==> src/rtl/sg_pkg.sv <==
package sg_pkg;

    localparam int REG_W  = 8;
    localparam int N_CH   = 2;

    typedef enum int {
        CH_UPPER = 0,
        CH_LOWER = 1
    } sg_chan_e;

    // Control/status register, MSB first
    typedef struct packed {
        logic       det_off;   // bit 7: 1 turns the detector off
        logic       freeze;    // bit 6: 1 = freeze clock, 0 = reset
        logic       flag_lo;   // bit 5: sticky lower flag
        logic       flag_up;   // bit 4: tracking upper flag
        logic [1:0] clk_src;   // bits 3:2
        logic [1:0] clk_ctrl;  // bits 1:0
    } sg_ctl_t;

    function automatic logic [REG_W-1:0] sg_to_bus(sg_ctl_t c);
        return c;
    endfunction

    function automatic logic sg_clear_req(logic [REG_W-1:0] d);
        return ~d[5];
    endfunction

endpackage

==> src/rtl/sg_sync.sv <==
module sg_sync #(
    parameter int N      = 2,
    parameter int STAGES = 2
) (
    input  logic         clk,
    input  logic         rst,
    input  logic [N-1:0] din,
    output logic [N-1:0] dout
);
    for (genvar c = 0; c < N; c++) begin : g_ch
        logic [STAGES-1:0] chain;
        always_ff @(posedge clk) begin
            if (rst) chain <= '0;
            else     chain <= {chain[STAGES-2:0], din[c]};
        end
        assign dout[c] = chain[STAGES-1];
    end
endmodule

==> src/rtl/sg_regs.sv <==
module sg_regs
    import sg_pkg::*;
(
    input  logic             clk,
    input  logic             rst,
    input  logic             wr_hit,
    input  logic [REG_W-1:0] wr_data,
    input  logic             s_up,
    input  logic             s_lo,
    output sg_ctl_t          ctl
);
    logic det_on;
    assign det_on = ~ctl.det_off;

    always_ff @(posedge clk) begin
        if (rst) begin
            ctl <= '0;
        end else begin
            if (wr_hit) begin
                ctl.clk_ctrl <= wr_data[1:0];
                ctl.clk_src  <= wr_data[3:2];
                ctl.freeze   <= wr_data[6];
                ctl.det_off  <= wr_data[7];
            end
            ctl.flag_up <= det_on & s_up;
            if (!det_on)
                ctl.flag_lo <= 1'b0;
            else if (s_lo)
                ctl.flag_lo <= 1'b1;
            else if (wr_hit && sg_clear_req(wr_data))
                ctl.flag_lo <= 1'b0;
        end
    end
endmodule

==> src/rtl/sg_resp.sv <==
module sg_resp #(
    parameter int STRETCH_CYCLES = 655360
) (
    input  logic clk,
    input  logic rst,
    input  logic det_on,
    input  logic freeze_mode,
    input  logic below,
    output logic sys_rst,
    output logic clk_run
);
    localparam int CW = $clog2(STRETCH_CYCLES + 1);
    localparam logic [CW-1:0] LOAD = CW'(STRETCH_CYCLES);

    logic [CW-1:0] cnt;
    logic          rst_mode;
    logic          busy;

    assign rst_mode = det_on & ~freeze_mode;
    assign busy     = (cnt != '0);

    always_ff @(posedge clk) begin
        if (rst) begin
            cnt     <= '0;
            sys_rst <= 1'b0;
            clk_run <= 1'b1;
        end else begin
            if (!rst_mode)      cnt <= '0;
            else if (below)     cnt <= LOAD;
            else if (busy)      cnt <= cnt - 1'b1;
            sys_rst <= rst_mode & (below | busy);
            clk_run <= ~(det_on & freeze_mode & below);
        end
    end
endmodule

==> src/rtl/supply_guard.sv <==
module supply_guard
    import sg_pkg::*;
#(
    parameter logic [7:0] REG_ADDR       = 8'hF5,
    parameter int         STRETCH_CYCLES = 655360,
    parameter int         SYNC_STAGES    = 2
) (
    input  logic       clk,
    input  logic       rst,
    input  logic       cmp_upper,
    input  logic       cmp_lower,
    input  logic [7:0] addr,
    input  logic       wr_en,
    input  logic [7:0] wr_data,
    output logic [7:0] rd_data,
    output logic [1:0] clk_ctrl,
    output logic [1:0] clk_src,
    output logic       sys_rst,
    output logic       clk_run
);
    logic [N_CH-1:0] raw_cmp;
    logic [N_CH-1:0] syn_cmp;
    logic            s_up;
    logic            s_lo;
    logic            addr_hit;
    logic            wr_hit;
    sg_ctl_t         ctl;

    assign raw_cmp[CH_UPPER] = cmp_upper;
    assign raw_cmp[CH_LOWER] = cmp_lower;
    assign s_up = syn_cmp[CH_UPPER];
    assign s_lo = syn_cmp[CH_LOWER];

    assign addr_hit = (addr == REG_ADDR);
    assign wr_hit   = wr_en & addr_hit;

    sg_sync #(.N(N_CH), .STAGES(SYNC_STAGES)) u_sync (
        .clk (clk),
        .rst (rst),
        .din (raw_cmp),
        .dout(syn_cmp)
    );

    sg_regs u_regs (
        .clk    (clk),
        .rst    (rst),
        .wr_hit (wr_hit),
        .wr_data(wr_data),
        .s_up   (s_up),
        .s_lo   (s_lo),
        .ctl    (ctl)
    );

    sg_resp #(.STRETCH_CYCLES(STRETCH_CYCLES)) u_resp (
        .clk        (clk),
        .rst        (rst),
        .det_on     (~ctl.det_off),
        .freeze_mode(ctl.freeze),
        .below      (s_lo),
        .sys_rst    (sys_rst),
        .clk_run    (clk_run)
    );

    assign rd_data  = addr_hit ? sg_to_bus(ctl) : '0;
    assign clk_ctrl = ctl.clk_ctrl;
    assign clk_src  = ctl.clk_src;
endmodule

==> config.mk <==
export PLATFORM = sky130hd
export DESIGN_NAME = supply_guard
export DESIGN_NICKNAME = d
export VERILOG_FILES = /design/src/rtl/sg_pkg.sv /design/src/rtl/sg_sync.sv /design/src/rtl/sg_regs.sv /design/src/rtl/sg_resp.sv /design/src/rtl/supply_guard.sv
export SDC_FILE = /design/constraint.sdc
export NUM_CORES = 1
export LEC_CHECK = 0
export ABC_AREA = 1
export BUFFER_PORTS_ARGS = -buffer_cell sky130_fd_sc_hd__buf_4
export CORE_MARGIN = 10
export CORE_UTILIZATION = 56
export DETAILED_ROUTE_END_ITERATION = 6
export PLACE_DENSITY = 0.83
export SETUP_SLACK_MARGIN = 0.05
export SYNTH_ARGS = -nofsm -noshare
export SYNTH_HDL_FRONTEND = slang
export SYNTH_SLANG_ARGS = --single-unit
==> constraint.sdc <==
create_clock -name clk -period 4.1 [get_ports clk]
set_input_delay 0.205 -clock clk [delete_from_list [all_inputs] [get_ports clk]]
set_output_delay 0.205 -clock clk [all_outputs]
set_load 0.05 [all_outputs]
==> summary by stage <==
Routing
The detailed-routing iteration count for the pre-antenna-repair pass is 4. The final route contains 1519 vias. In this run, the number of DRC markers left after iteration 0 of detailed routing was 120. The detail route stage leaves a number of antenna-violating nets equal to 0. After detailed routing, the average wire length per cell comes to 11.97 um. The sum of routed wire length over all layers is 3724 um.

The met2 routed wirelength is 1739 um. After detailed routing, the wire length on met1 is 1627 um. The total met3 wirelength after detailed routing is 347 um.

After detailed routing, the number of vias per cell comes to 4.884. After detailed routing, no signal wire sits above met4. For this run, design rule violations remaining after detail routing come to 0.

Finish
In the final layout, the multi-input gates occupy 890.9 sq um. Registers take 680.7 sq um. The most common cell after layout, fill and taps aside is sky130_fd_sc_hd__nor2_1. In the layout the commonest cells are sky130_fd_sc_hd__nor2_1, sky130_fd_sc_hd__nand2_1, sky130_fd_sc_hd__dfxtp_1. Relative to the synthesized area, the layout overhead comes to 18.28%. The final antenna diode count is 0. Of the cells placed in the final design, the portion with a size suffix greater than 1 is 23.38%. For this run, the post-layout net count is 300.

The filler cell count in the final layout is 247.

Clocking
The total number of clock tree sinks is 34. The CTS tree is yes. The H-tree was split into 2 levels. For this design, the CTS-stage hold fixing added 0 buffers. The clock transition at the registers of the reported paths is 0.12 ns. Counting along the longest clock path gives a buffer depth of 2. Clock latency on the worst-skew pair, taken at its later pin, is 0.34 ns. The buffer count from post-CTS setup fixing is 0. The clock buffer count from CTS is 5. The post-cts repair resize count is 0. The library cell used as clock root buffer is sky130_fd_sc_hd__clkbuf_4.

Place
The final HPWL from detailed placement is 2871 um. The total of buffers placed on input and output ports is 33. The placer's final routability congestion estimate is 0.8808.

Run status
The run finished with clean final reports.

Setup path
The type of the setup path with the least slack is reg -> reg. Walking the worst path, the cells encountered are inv_1 > ha_1 > nand2_4 > nor2_4 > nand2_2 > or2_0 > a21oi_1. The slowest cell on the critical path is sky130_fd_sc_hd__dfxtp_1. The largest single stage delay on the critical path is 0.31 ns.

The critical path required time is 4.38 ns. Data arrives at the worst endpoint at 1.75 ns. The maximum fanout count along the critical path is 5. The capture point of the worst reg-to-reg path is u_resp.cnt[16]. The kind of capture point of the worst setup path is a flop. The critical path startpoint is u_resp.cnt[0]. The minimum setup slack among reg-to-reg paths is 2.63 ns.

The number of cells on the worst reg-to-reg path is 7. The worst setup path is launched from a flop. The source of the worst register-to-register timing path is u_resp.cnt[0].

Yosys
The share of the synthesized area in the top cell type is 39.31%. The number of synthesized register bits is 34. Counting distinct cell types in the post-synthesis netlist gives 24. Summing every instance area after synthesis gives 1732 sq um. During synthesis, Yosys emitted a total of 0 warnings. After synthesis, the cell types taking the most area are sky130_fd_sc_hd__dfxtp_1, sky130_fd_sc_hd__nor2_1, sky130_fd_sc_hd__nand2_1, sky130_fd_sc_hd__inv_1, sky130_fd_sc_hd__nor2_2. In the synthesized netlist, the number of instances is 245. Sequential elements use 39.31% of the synthesized area. The mean instance size in the synthesized netlist is 7.068 sq um. The net count of the mapped netlist is 268. Summed over all instances, the cell type with the most area after synthesis is sky130_fd_sc_hd__dfxtp_1.

Timing
The final period utilization is 35.84%. The transition at the pin with the smallest max-transition slack is 0.4306 ns. After layout, the minimum clock period comes to 1.469 ns. The setup violation total in the final timing report is 0. Setup repair after global routing left no endpoint under its margin.

The hold violation count in the final report was 0. For this run, the top clock speed supported by timing is 680.5 MHz. The clock tree skew after final layout is 0.01302 ns. Hold is met by 0.08882 ns. For the final routed database, the setup TNS stands at 0 ns. The tightest slew margin relative to the limit is 71.21%. The count of final max-slew check failures came to 0.

Global route
The via count of the first global-routing pass was 1551. For this run, the total global-route usage over all layers was measured as 14.92%. The first global-routing pass estimated 6637 um of wire.

Entering global routing, the biggest net connects 18 pins. The number of antenna violations at the first check in global routing is 0. Summed over all layers, the global routing overflow is 0.

Floorplanning
The number of cell rows is 20. The total core area is 3003 sq um. The count of boundary I/O pins is 35.

The initial core utilization is 57.67%. The chip height is 75.61 um. The die covers 5717 sq um.

The die span in x is 75.61 um.

Hold path
The worst hold path was traced through 3 stages. The class of the tightest hold or removal check is in -> reg. The worst hold path endpoint is u_sync.g_ch[0].chain[0]. The startpoint of the worst hold path is cmp_upper.

Flow run
Across the run, the number of max-cap violations was 0.

Power
The power density over cell area is 826.9 nW/um^2. The analysis attributes to cell leakage a power of 0.0009997 uW. The peak supply drop is 0.3118 mV.
-- cell usage after synthesis --
library cell and number:
sky130_fd_sc_hd__buf_2 2, sky130_fd_sc_hd__nand2_1 45, sky130_fd_sc_hd__inv_1 25, sky130_fd_sc_hd__nor2_2 13
sky130_fd_sc_hd__a21oi_1 4, sky130_fd_sc_hd__clkbuf_1 1, sky130_fd_sc_hd__nor2_4 3, sky130_fd_sc_hd__xor2_1 7
sky130_fd_sc_hd__or2_0 1, sky130_fd_sc_hd__inv_2 3, sky130_fd_sc_hd__nand3_1 10, sky130_fd_sc_hd__a211oi_1 6
sky130_fd_sc_hd__xnor2_1 7, sky130_fd_sc_hd__buf_4 4, sky130_fd_sc_hd__dfxtp_1 34, sky130_fd_sc_hd__nand3_2 1
sky130_fd_sc_hd__buf_6 1, sky130_fd_sc_hd__nor3_1 3, sky130_fd_sc_hd__ha_1 2, sky130_fd_sc_hd__o21ai_0 4
sky130_fd_sc_hd__nor2_1 65, sky130_fd_sc_hd__nand3b_4 1, sky130_fd_sc_hd__nand2_2 1, sky130_fd_sc_hd__nand2_4 2
-- registers in the layout (all words and copies together) (netlist names) --
name,cells
u_sync.g_ch.chain,4
u_regs.ctl,8
u_resp.clk_run,1
u_resp.cnt,20
u_resp.sys_rst,1
-- worst max-delay path: cells and delay by family, from the launching register on --
kind / cells / cell delay [ns]
buffers and inverters: 1 / 0.15
AOI/OAI and AO/OA: 1 / 0.13
DFF: 1 / 0.31
adders and majority gates: 1 / 0.30
and+or+nand+nor: 4 / 0.53
-- logic make-up after synthesis --
kind of cell             synth area share [%]
buffers and inverters                   9.248
adder cells (fa/ha/maj)                 1.445
AO/OA/AOI/OAI                           4.913
flip-flops                              39.31
AND/OR/NAND/NOR                         38.01
XOR/XNOR                                7.081
-- layout make-up --
| class | count | share of cell area, % |
|---|---|---|
| multi-input combinational | 175 | 43.49 |
| tap | 33 | 2.016 |
| sequential | 34 | 33.23 |
| clock inverter | 3 | 2.199 |
| clock buffer | 5 | 1.833 |
| timing repair buffer | 33 | 12.10 |
| inverter | 28 | 5.131 |
-- where the power goes --
part | internal (uW) | switching, uW
clock | 128 | 119
sequential | 417 | 83.6
combinational | 358 | 588
-- through the flow --
| stage | utilization [%] | area (sq um) | worst slack [ns] | power (uW) | std cells |
|---|---|---|---|---|---|
| 2_1_floorplan | - | 1732 | 2.624 | 1274 | 245 |
| 3_3_place_gp | 65.46 | 1966 | 2.663 | 1414 | 303 |
| 3_5_place_dp | 65.46 | 1966 | 2.637 | 1436 | 303 |
| 4_1_cts | 68.21 | 2048 | 2.611 | 1693 | 311 |
| 5_1_grt | 68.21 | 2048 | 2.466 | 1869 | 311 |
| 6_report | 68.21 | 2048 | 2.631 | 1694 | 311 |
-- metal layers --
layer / track usage [%] / up-vias
met5: 0 / -
met2: 25.21 / 42
li1: - / 806
met1: 16.28 / 669
met4: 3.918 / 0
met3: 7.292 / 2
-- how the worst max path moves through the flow --
stage / endpoint / slack [ns] / cells past startpoint
2_1_floorplan: rd_data[0] / 2.62 / 3
3_3_place_gp: u_resp.cnt[0] / 2.66 / 7
3_5_place_dp: u_resp.cnt[14] / 2.64 / 8
4_1_cts: u_resp.cnt[14] / 2.61 / 8
5_1_grt: u_resp.cnt[14] / 2.47 / 8
6_report: u_resp.cnt[16] / 2.63 / 7
(Power assumes the default switching activity.)
